<file path="src/rtl/sg_sched_pkg.sv">
package sg_sched_pkg;
  typedef enum logic [1:0] {
    OP_NONE = 2'd0,
    OP_ACT  = 2'd1,
    OP_RD   = 2'd2,
    OP_PRE  = 2'd3
  } dram_op_e;

  typedef enum logic [1:0] {
    SLOT_IDLE,
    SLOT_NEED_PRE,
    SLOT_NEED_ACT,
    SLOT_NEED_RD
  } slot_state_e;
endpackage

</file>
<file path="src/rtl/sg_bank_slot.sv">
module sg_bank_slot
  import sg_sched_pkg::*;
#(
  parameter int ROW_W = 14,
  parameter int COL_W = 7,
  parameter int TAG_W = 6,
  parameter int AGE_W = 6,
  parameter int T_RCD = 3,
  parameter int T_RP  = 3
) (
  input  logic             clk,
  input  logic             rst_n,
  input  logic             accept,
  input  logic [ROW_W-1:0] in_row,
  input  logic [COL_W-1:0] in_col,
  input  logic [TAG_W-1:0] in_tag,
  input  logic             grant,
  output logic             busy,
  output logic             want,
  output dram_op_e         op,
  output logic [ROW_W-1:0] row_o,
  output logic [COL_W-1:0] col_o,
  output logic [TAG_W-1:0] tag_o,
  output logic [AGE_W-1:0] age_o
);
  localparam int TMAX  = (T_RCD > T_RP) ? T_RCD : T_RP;
  localparam int CNT_W = $clog2(TMAX + 1);
  localparam logic [AGE_W-1:0] AGE_MAX = '1;

  slot_state_e      st;
  logic             open_q;
  logic [ROW_W-1:0] open_row;
  logic [ROW_W-1:0] p_row;
  logic [COL_W-1:0] p_col;
  logic [TAG_W-1:0] p_tag;
  logic [CNT_W-1:0] gap_cnt;
  logic [AGE_W-1:0] age_q;

  always_ff @(posedge clk) begin
    if (!rst_n) begin
      st       <= SLOT_IDLE;
      open_q   <= 1'b0;
      open_row <= '0;
      p_row    <= '0;
      p_col    <= '0;
      p_tag    <= '0;
    end else if (accept) begin
      p_row <= in_row;
      p_col <= in_col;
      p_tag <= in_tag;
      if (!open_q)                st <= SLOT_NEED_ACT;
      else if (open_row == in_row) st <= SLOT_NEED_RD;
      else                        st <= SLOT_NEED_PRE;
    end else if (grant) begin
      case (st)
        SLOT_NEED_PRE: begin
          st     <= SLOT_NEED_ACT;
          open_q <= 1'b0;
        end
        SLOT_NEED_ACT: begin
          st       <= SLOT_NEED_RD;
          open_q   <= 1'b1;
          open_row <= p_row;
        end
        SLOT_NEED_RD: st <= SLOT_IDLE;
        default:      st <= SLOT_IDLE;
      endcase
    end
  end

  always_ff @(posedge clk) begin
    if (!rst_n)                              gap_cnt <= '0;
    else if (grant && st == SLOT_NEED_PRE)   gap_cnt <= CNT_W'(T_RP - 1);
    else if (grant && st == SLOT_NEED_ACT)   gap_cnt <= CNT_W'(T_RCD - 1);
    else if (gap_cnt != '0)                  gap_cnt <= gap_cnt - 1'b1;
  end

  always_ff @(posedge clk) begin
    if (!rst_n || accept)                           age_q <= '0;
    else if (st != SLOT_IDLE && age_q != AGE_MAX)   age_q <= age_q + 1'b1;
  end

  always_comb begin
    case (st)
      SLOT_NEED_PRE: op = OP_PRE;
      SLOT_NEED_ACT: op = OP_ACT;
      SLOT_NEED_RD:  op = OP_RD;
      default:       op = OP_NONE;
    endcase
  end

  assign busy  = (st != SLOT_IDLE);
  assign want  = busy && (gap_cnt == '0);
  assign row_o = p_row;
  assign col_o = p_col;
  assign tag_o = p_tag;
  assign age_o = age_q;

  AST_ACT_ON_CLOSED: assert property (@(posedge clk) disable iff (!rst_n)
    (grant && op == OP_ACT) |-> !open_q);
  AST_PRE_ON_OPEN: assert property (@(posedge clk) disable iff (!rst_n)
    (grant && op == OP_PRE) |-> open_q);
  AST_RD_ON_OWN_ROW: assert property (@(posedge clk) disable iff (!rst_n)
    (grant && op == OP_RD) |-> (open_q && open_row == p_row));
  AST_ACCEPT_FREE: assert property (@(posedge clk) disable iff (!rst_n)
    accept |-> !grant);
  AST_ROW_KEPT: assert property (@(posedge clk) disable iff (!rst_n)
    (grant && op == OP_RD) |=> open_q);
endmodule

</file>
<file path="src/rtl/sg_oldest_pick.sv">
module sg_oldest_pick #(
  parameter int N     = 8,
  parameter int AGE_W = 6
) (
  input  logic                      clk,
  input  logic                      rst_n,
  input  logic [N-1:0]              want,
  input  logic [N-1:0][AGE_W-1:0]   age,
  output logic [N-1:0]              grant
);
  logic [AGE_W-1:0] best_age;
  logic             found;

  always_comb begin
    grant    = '0;
    best_age = '0;
    found    = 1'b0;
    for (int i = 0; i < N; i++) begin
      if (want[i] && (!found || age[i] > best_age)) begin
        grant    = '0;
        grant[i] = 1'b1;
        best_age = age[i];
        found    = 1'b1;
      end
    end
  end

  AST_SINGLE_GRANT: assert property (@(posedge clk) disable iff (!rst_n)
    $onehot0(grant));
  AST_GRANT_WANTED: assert property (@(posedge clk) disable iff (!rst_n)
    ((grant & ~want) == '0));
  AST_NO_IDLE_BUS: assert property (@(posedge clk) disable iff (!rst_n)
    (want != '0) |-> (grant != '0));
endmodule

</file>
<file path="src/rtl/sg_tag_delay.sv">
module sg_tag_delay #(
  parameter int TAG_W = 6,
  parameter int DEPTH = 5
) (
  input  logic             clk,
  input  logic             rst_n,
  input  logic             in_valid,
  input  logic [TAG_W-1:0] in_tag,
  output logic             out_valid,
  output logic [TAG_W-1:0] out_tag
);
  logic [DEPTH-1:0] v_q;
  logic [TAG_W-1:0] t_q [DEPTH];

  always_ff @(posedge clk) begin
    if (!rst_n) begin
      v_q[0] <= 1'b0;
      t_q[0] <= '0;
    end else begin
      v_q[0] <= in_valid;
      t_q[0] <= in_tag;
    end
  end

  for (genvar s = 1; s < DEPTH; s++) begin : g_stage
    always_ff @(posedge clk) begin
      if (!rst_n) begin
        v_q[s] <= 1'b0;
        t_q[s] <= '0;
      end else begin
        v_q[s] <= v_q[s-1];
        t_q[s] <= t_q[s-1];
      end
    end
  end

  assign out_valid = v_q[DEPTH-1];
  assign out_tag   = t_q[DEPTH-1];
endmodule

</file>
<file path="src/rtl/sg_read_sched.sv">
module sg_read_sched
  import sg_sched_pkg::*;
#(
  parameter int NUM_BANKS = 8,
  parameter int ROW_W     = 14,
  parameter int COL_W     = 7,
  parameter int TAG_W     = 6,
  parameter int DATA_W    = 64,
  parameter int AGE_W     = 6,
  parameter int T_RCD     = 3,
  parameter int T_RP      = 3,
  parameter int T_CL      = 4,
  localparam int BANK_W   = $clog2(NUM_BANKS)
) (
  input  logic              clk,
  input  logic              rst_n,
  input  logic              req_valid,
  output logic              req_ready,
  input  logic [BANK_W-1:0] req_bank,
  input  logic [ROW_W-1:0]  req_row,
  input  logic [COL_W-1:0]  req_col,
  input  logic [TAG_W-1:0]  req_tag,
  output logic              cmd_valid,
  output logic [1:0]        cmd_op,
  output logic [BANK_W-1:0] cmd_bank,
  output logic [ROW_W-1:0]  cmd_row,
  output logic [COL_W-1:0]  cmd_col,
  input  logic              dram_rvalid,
  input  logic [DATA_W-1:0] dram_rdata,
  output logic              rsp_valid,
  output logic [TAG_W-1:0]  rsp_tag,
  output logic [DATA_W-1:0] rsp_data
);
  logic [NUM_BANKS-1:0]             busy, want, grant, accept;
  dram_op_e                         op   [NUM_BANKS];
  logic [ROW_W-1:0]                 rows [NUM_BANKS];
  logic [COL_W-1:0]                 cols [NUM_BANKS];
  logic [TAG_W-1:0]                 tags [NUM_BANKS];
  logic [NUM_BANKS-1:0][AGE_W-1:0]  ages;

  assign req_ready = !busy[req_bank];

  for (genvar b = 0; b < NUM_BANKS; b++) begin : g_bank
    assign accept[b] = req_valid && req_ready && (req_bank == BANK_W'(b));
    sg_bank_slot #(
      .ROW_W(ROW_W), .COL_W(COL_W), .TAG_W(TAG_W), .AGE_W(AGE_W),
      .T_RCD(T_RCD), .T_RP(T_RP)
    ) u_slot (
      .clk(clk), .rst_n(rst_n), .accept(accept[b]),
      .in_row(req_row), .in_col(req_col), .in_tag(req_tag),
      .grant(grant[b]), .busy(busy[b]), .want(want[b]), .op(op[b]),
      .row_o(rows[b]), .col_o(cols[b]), .tag_o(tags[b]), .age_o(ages[b])
    );
  end

  sg_oldest_pick #(.N(NUM_BANKS), .AGE_W(AGE_W)) u_pick (
    .clk(clk), .rst_n(rst_n), .want(want), .age(ages), .grant(grant)
  );

  logic [BANK_W-1:0] sel;
  always_comb begin
    sel = '0;
    for (int i = 0; i < NUM_BANKS; i++)
      if (grant[i]) sel = BANK_W'(i);
  end

  logic issue_rd;
  assign issue_rd = (grant != '0) && (op[sel] == OP_RD);

  always_ff @(posedge clk) begin
    if (!rst_n) begin
      cmd_valid <= 1'b0;
      cmd_op    <= OP_NONE;
      cmd_bank  <= '0;
      cmd_row   <= '0;
      cmd_col   <= '0;
    end else begin
      cmd_valid <= (grant != '0);
      cmd_op    <= (grant != '0) ? op[sel] : OP_NONE;
      cmd_bank  <= sel;
      cmd_row   <= rows[sel];
      cmd_col   <= cols[sel];
    end
  end

  logic             pipe_valid;
  logic [TAG_W-1:0] pipe_tag;

  sg_tag_delay #(.TAG_W(TAG_W), .DEPTH(T_CL + 1)) u_tags (
    .clk(clk), .rst_n(rst_n), .in_valid(issue_rd), .in_tag(tags[sel]),
    .out_valid(pipe_valid), .out_tag(pipe_tag)
  );

  always_ff @(posedge clk) begin
    if (!rst_n) begin
      rsp_valid <= 1'b0;
      rsp_tag   <= '0;
      rsp_data  <= '0;
    end else begin
      rsp_valid <= pipe_valid;
      rsp_tag   <= pipe_tag;
      rsp_data  <= dram_rdata;
    end
  end

  AST_DATA_ALIGNED: assert property (@(posedge clk) disable iff (!rst_n)
    dram_rvalid == pipe_valid);
  AST_CMD_HAS_OP: assert property (@(posedge clk) disable iff (!rst_n)
    cmd_valid |-> (cmd_op != OP_NONE));
  AST_ONE_ACCEPT: assert property (@(posedge clk) disable iff (!rst_n)
    $onehot0(accept));
endmodule

</file>
<file path="config.mk">
export PLATFORM = sky130hd
export DESIGN_NAME = sg_read_sched
export DESIGN_NICKNAME = d
export VERILOG_FILES = /design/src/rtl/sg_sched_pkg.sv /design/src/rtl/sg_bank_slot.sv /design/src/rtl/sg_oldest_pick.sv /design/src/rtl/sg_tag_delay.sv /design/src/rtl/sg_read_sched.sv
export SDC_FILE = /design/constraint.sdc
export NUM_CORES = 1
export LEC_CHECK = 0
export CAP_MARGIN = 5
export CORE_MARGIN = 3
export CORE_UTILIZATION = 45
export CTS_CLUSTER_SIZE = 14
export DETAILED_ROUTE_END_ITERATION = 8
export SYNTH_ARGS = -nofsm -noshare
export SYNTH_HDL_FRONTEND = slang
export SYNTH_HIERARCHICAL = 1
export SYNTH_SLANG_ARGS = --single-unit
</file>
<file path="constraint.sdc">
create_clock -name clk -period 16.1 [get_ports clk]
set_input_delay 4.83 -clock clk [delete_from_list [all_inputs] [get_ports clk]]
set_output_delay 4.83 -clock clk [all_outputs]
set_load 0.01 [all_outputs]
</file>
==> After elaboration in Yosys (flattened, before gate mapping) <==
Memories as Yosys holds them, arrays and structs flattened. A register that Yosys moved wholly into a read port is not among the register bits.
Cells that the tools add are included.
{ "classes": {"n_eq_ne": 48, "bitwise": 15, "reduce_logical": 149, "muxes": 130, "add_sub_neg": 16, "n_lt_le_gt_ge": 9} }
{ "op_table": {"columns": ["operator", "n"], "rows": [
  ["$mux 2", 58],
  ["$eq 14x14->1", 8],
  ["$mux 6", 14],
  ["$reduce_bool 2->1", 32],
  ["$mux 8", 7],
  ["$logic_and 1x1->1", 49],
  ["$add 6x1->6 const B", 8],
  ["$ne 6x6->1 const B", 8],
  ["$pmux 2 s3", 8],
  ["$reduce_and 3->1", 16],
  ["$bmux 14 s3", 1],
  ["$gt 6x6->1", 7],
  ["$eq 2x2->1 const B", 17],
  ["$pmux 2 s2", 8],
  ["$mux 14", 2],
  ["$reduce_bool 3->1", 8],
  ["$reduce_or 3->1", 8],
  ["$bmux 7 s3", 1],
  ["$bmux 6 s3", 1],
  ["$mux 3", 6],
  ["$eq 2x1->1 const B", 8],
  ["$logic_not 2->1", 8],
  ["$pmux 1 s2", 8],
  ["$sub 2x1->2 const B", 8],
  ["17 further kinds", 68]
]} }
{ "word_totals": {"wordCells": 452, "mem_count": 1, "input_bits": 98, "regBits": 513, "ramBits": 30} }
{ "memory_table": {"columns": ["memory", "words", "width", "read_ports", "rd_ports_with_merged_regs", "wr", "line_no", "text"], "rows": [
  ["u_tags.t_q", 5, 6, 5, 1, 5, "sg_tag_delay.sv:13", "logic [TAG_W-1:0] t_q [DEPTH];"]
]} }

==> Logic depth before layout (Yosys ltp) <==
{ "logic_depth": {"depth_word": 44, "mapped_depth": 65} }

==> Cells and area by module <==
Netlist, hierarchy kept.
{ "by_module_without_submodules": {"columns": ["module", "instances", "cells_per_inst", "area_each_um2"], "rows": [
  ["sg_bank_slot", 8, 232, 2282.2],
  ["sg_read_sched", 1, 414, 4564.4],
  ["sg_oldest_pick", 1, 254, 1819.2],
  ["sg_tag_delay", 1, 73, 978.4]
]} }

==> Worst setup path before layout <==
Ideal clock, no wire load.
{ "synth_timing": {"kind": "register -> register", "start": "register g_bank[0].u_slot.st[0]", "end": "memory u_tags.t_q[0][3]", "setup_slack_ns": 2.510, "stages_incl_launch_ff": 64, "t_required_ns": 15.984, "arrival_time_ns": 13.474, "synth_period_minus_slack_ns": 13.590, "n_path_buf": 8, "cell_sequence": "dfxtp_1 inv_1 ha_1 nor3_1 buf_6 clkbuf_1 nand2_1 ha_1 nand2_1 nand3b_1 o31ai_4 buf_2 mux2i_1 inv_1 ha_1 nand2b_1 a21oi_1 o31a_1 [... 28 more ...] nand2_1 o31ai_1 ha_1 nor2b_1 o31ai_1 a21oi_1 o21ai_0 nand3_1 nor4_1 nor2b_1 nor2_1 o31ai_4 buf_2 buf_4 nand3_1 o211ai_1 o21ai_1 and2_2"} }
{ "synth_rtl": {"columns": ["item", "line_no", "text"], "rows": [
  ["start: declaration", "sg_bank_slot.sv:30", "slot_state_e st;"],
  ["start signal: assignment", "sg_bank_slot.sv:41", "st <= SLOT_IDLE;"],
  ["start signal: assignment", "sg_bank_slot.sv:51", "if (!open_q) st <= SLOT_NEED_ACT;"],
  ["start signal: assignment", "sg_bank_slot.sv:52", "else if (open_row == in_row) st <= SLOT_NEED_RD;"],
  ["end: declaration", "sg_tag_delay.sv:13", null]
]} }

==> Worst setup path in the final report <==
{ "layout_timing": {"start": "register g_bank[0].u_slot.st[0]", "end": "register cmd_row[5]"} }
{ "layout_via": {"elab_chain_cells": 42, "elab_cells_between_ends": 62} }
{ "layout_rtl": {"columns": ["item", "line_no", "text"], "rows": [
  ["$reduce_bool 2->1 *", "sg_bank_slot.sv:92", "assign busy = (st != SLOT_IDLE);"],
  ["$logic_and 1x1->1 *", "sg_bank_slot.sv:93", "assign want = busy && (gap_cnt == '0);"],
  ["named net want[0]", "sg_read_sched.sv:34", "logic [NUM_BANKS-1:0] busy, want, grant, accept;"],
  ["$mux 6 / $mux 1 (equally long branches)", "sg_oldest_pick.sv:19", "if (want[i] && (!found || age[i] > best_age)) begin"],
  ["$gt 6x6->1 / $logic_not 1->1 (equally long branches)", "sg_oldest_pick.sv:19", null],
  ["$logic_or 1x1->1", "sg_oldest_pick.sv:19", null],
  ["$logic_and 1x1->1", "sg_oldest_pick.sv:19", null],
  ["$mux 6 / $mux 1 (equally long branches)", "sg_oldest_pick.sv:19", null],
  ["[... 22 more ...]", null, null],
  ["$logic_and 1x1->1", "sg_oldest_pick.sv:19", null],
  ["$mux 8 *", "sg_oldest_pick.sv:19", null],
  ["named net grant[1]", "sg_read_sched.sv:34", null],
  ["$mux 1 *", "sg_read_sched.sv:64", "if (grant[i]) sel = BANK_W'(i);"],
  ["$mux 3 * (6 in a row)", "sg_read_sched.sv:64", null],
  ["$not 3->4 (not written as such) *", "sg_read_sched.sv:81", "cmd_row <= rows[sel];"],
  ["$bmux 14 s3 *", "sg_read_sched.sv:81", null],
  ["$mux 14 (not written as such) * (2 in a row)", "sg_read_sched.sv:81", null],
  ["end signal: assignment", "sg_read_sched.sv:81", null],
  ["end: declaration", "sg_read_sched.sv:26", "output logic [ROW_W-1:0] cmd_row,"]
]} }
Mark *: on every way through the listed nets, which the timed path passes. The rest lies on a longest branch. The select of a mux whose other input is x is not followed.
A chain may end at the register's enable or synchronous reset.

==> impl_metrics.tcl <==
set metrics [dict create \
    syn_nets 2777 \
    synth.yosys.warnings 6 \
    cp_max_fo 32 \
    root_buffer "clkbuf_16" \
    final_core_utilization 0.540 \
    powerDensity_nw_per_um2 104 \
    drive_gt1_frac 0.0991 \
    grt_pass1_vias 18300 \
    intPower_w 0.00237 \
    grt.met3_usage 0.0322 \
    drc_errors 0 \
    cts_tree "done" \
    synth-seq-cells 549 \
    finalHoldViolations 0 \
    io_pins 197 \
    grt_use_total 0.215 \
    antenna_cells 0 \
    ant_nets 0 \
    core-area_sq_um 55700 \
    async_flop_share 0 \
    top_usage_layer "met2" \
    clock_power_share 0.447 \
    grt_max_degree 261 \
    criticalPathCategory "reg2reg" \
    clk_pin_slew_ns 0.06 \
    clkLatencyLatePin_ns 0.64 \
    endpoint_kind "register" \
    cp.required_ns 16.62 \
    grt_pass1_wl_um 103000 \
    hp-class "reg2reg" \
    wirelength_um 65200 \
    arrival_ns 15.60 \
    syn_avg_cell_area_sq_um 9.87 \
    combPwrFrac 0.106 \
    final_common_cell "dfxtp_1" \
    status "finished clean" \
    p_sw_w 0.000769 \
    dieHeight_um 245 \
    htreeDepth 2 \
    fin_hold_ws_ns 0.431 \
    via_count 18600 \
    leakage_nw 10.6 \
    max_freq_ghz 0.0663 \
    ys_seq_area_frac 0.429 \
    critical_path.startpoint_type "register" \
    cp_slowest_cell "nor3_1" \
    final.min_clock_period_ns 15.09 \
    synthFlopType "dfxtp_1" \
    relSlewSlack 0.277 \
    gr-usage-met2 0.370 \
    gp_congestion 0.834 \
    dp_cells 3433 \
    drt_pass1_iterations 5 \
    netlist-cell-type-count 65 \
    setup_viol 0 \
    hpwlAfterDp_um 42500 \
    grt-ovfl-total 0 \
    nets 2929 \
    fp.dieArea_sq_um 59800 \
    layout_common_cells "dfxtp_1, nand2_1, mux2i_1" \
    vias_per_cell 5.24 \
    grt_antenna_before_repair 0 \
    vdd_ir_drop_max_mv 0.0775 \
    clockBufferDepth 3 \
    post-route-period-util 0.937 \
    tightest_slew_ns 1.08 \
    synthCells 2597 \
    io_buffers 195 \
    crit_top_cell "ha_1" \
    final_cells 3542 \
    rsz0062_at_grt "no" \
    die_width_um 245 \
    clock_skew_ns 0.0163 \
    seqPwrFrac 0.447 \
    cap_violations 0 \
    routedWlPerCell_um 18.4 \
    synth_edf_count 0 \
    numCtsBuffers 59 \
    drt_iter0_drc 952 \
    slew_viol_final 0 \
    cts_sinks 549 \
    switching_share 0.245 \
    syn_area_sq_um 25600 \
    critPathMaxStageDelay_ns 0.74 \
    synthToLayoutAreaGrowth_pct 17.6 \
    start_util 0.460 \
    finalSetupTns_ns 0 \
    std_cell_rows 86 \
    use_met1 0.281 \
]
==> critical path: cells and delay by family, from the launching register on <==
kind                       cells  cell delay, ns
AOI/OAI and AO/OA             25            5.92
and+or+nand+nor               17            3.97
adders and majority gates      8            2.49
buffers and inverters          7            1.77
DFF                            1            0.38
muxes                          1            0.38
==> routing by layer <==
layer	vias to the layer above	wire, um
met2	406	30900
met5	-	0
met1	8909	29700
met4	0	1580
li1	9177	-
met3	83	2930
==> through the flow <==
stage / area [sq um] / power (W) / setup WS (ns)
final: 30100 / 0.00314 / 1.01
after global routing: 30100 / 0.00326 / 0.0390
after CTS: 30100 / 0.00318 / 1.03
after detailed placement: 28100 / 0.00177 / 1.11
after global placement: 28100 / 0.00176 / 1.25
after floorplan: 25600 / 0.00164 / 2.51
==> layout make-up <==
type                            instances  area [sq um]
Clock buffer                           91          1810
Clock inverter                         15           223
Fill cell                            4995         25600
Inverter                               52           195
Multi-Input combinational cell       1864         13800
Sequential cell                       549         11000
Tap cell                              748           936
Timing Repair Buffer                  223          2190
==> kinds of logic (layout without fill, tap and decap cells) <==
family,after synthesis,in the layout,synth area share
simple gates,999,999,0.202
flops,549,549,0.429
compound gates,340,340,0.105
mux,291,291,0.136
buf+inv,184,381,0.0355
xor+xnor,152,152,0.0520
fa+ha+maj,82,82,0.0400
==> state kept, by name, summed over array words and instances, names as in the netlist, 3 cells and up <==
signal / count
g_bank.u_slot/open_q: 8
g_bank.u_slot/col_o: 56
cmd_row: 14
g_bank.u_slot/open_row: 112
g_bank.u_slot/row_o: 112
g_bank.u_slot/gap_cnt: 16
g_bank.u_slot/age_o: 48
rsp_data: 64
cmd_bank: 3
u_tags/t_q: 30
u_tags/v_q: 4
g_bank.u_slot/st: 16
rsp_tag: 6
g_bank.u_slot/tag_o: 48
cmd_col: 7
==> worst paths after layout <==
check	startpoint	to	slack [ns]	cells past startpoint
max	g_bank[0].u_slot/st[0]	cmd_row[5]	1.01	58
min	u_tags/t_q[4][0]	rsp_tag[0]	0.43	1
max reg2reg	g_bank[0].u_slot/st[0]	cmd_row[5]	1.01	58
min reg2reg	u_tags/t_q[4][0]	rsp_tag[0]	0.43	1
==> power groups by stage <==
| stage | clock network (W) | logic [W] | registers [W] |
|---|---|---|---|
| final | 0.00140 | 0.000334 | 0.00140 |
| after global routing | 0.00149 | 0.000363 | 0.00141 |
| after CTS | 0.00144 | 0.000336 | 0.00140 |
| after detailed placement | 0 | 0.000335 | 0.00143 |
| after global placement | 0 | 0.000330 | 0.00143 |
| after floorplan | 0 | 0.000206 | 0.00144 |
==> Yosys cell counts (all sizes together), types with 2 or more instances <==
cell type  instances  area, sq um
dfxtp            549        11000
nand2            372         1400
mux2i            238         2380
nor2b            229         1490
and2             134          902
a21boi           128          961
xor2             120         1050
nor2             113          437
ha                82         1030
buf               69          474
clkbuf            63          240
inv               52          195
o21ai             49          245
mux4              44          991
nand3             34          170
xnor2             32          280
nor4              29          181
a31oi             26          163
nor3              24          120
nand4             22          138
a22o              21          184
a21oi             19         98.9
o31ai             18          190
a311oi            13          183
o211ai            12         90.1
a211oi            11         82.6
nand2b            11         68.8
o21a              10         75.1
and3               9         96.4
mux2               9          105
a2111oi            8          220
and4b              8         80.1
or2                6         37.5
a21o               5         37.5
o311a              5         50.1
o22ai              4         25.0
o31a               4         35.0
a211o              3         26.3
nand3b             3         22.5
nor3b              2         15.0
nor4b              2         17.5
==> repair_timing <==
action,CTS,global route
buffers inserted,0,3
endpoints found under the setup margin,0,16
endpoints found under the hold margin,0,0
hold buffers,0,0
resized for setup,0,0
Note: power is estimated with default switching activity, not from simulation.
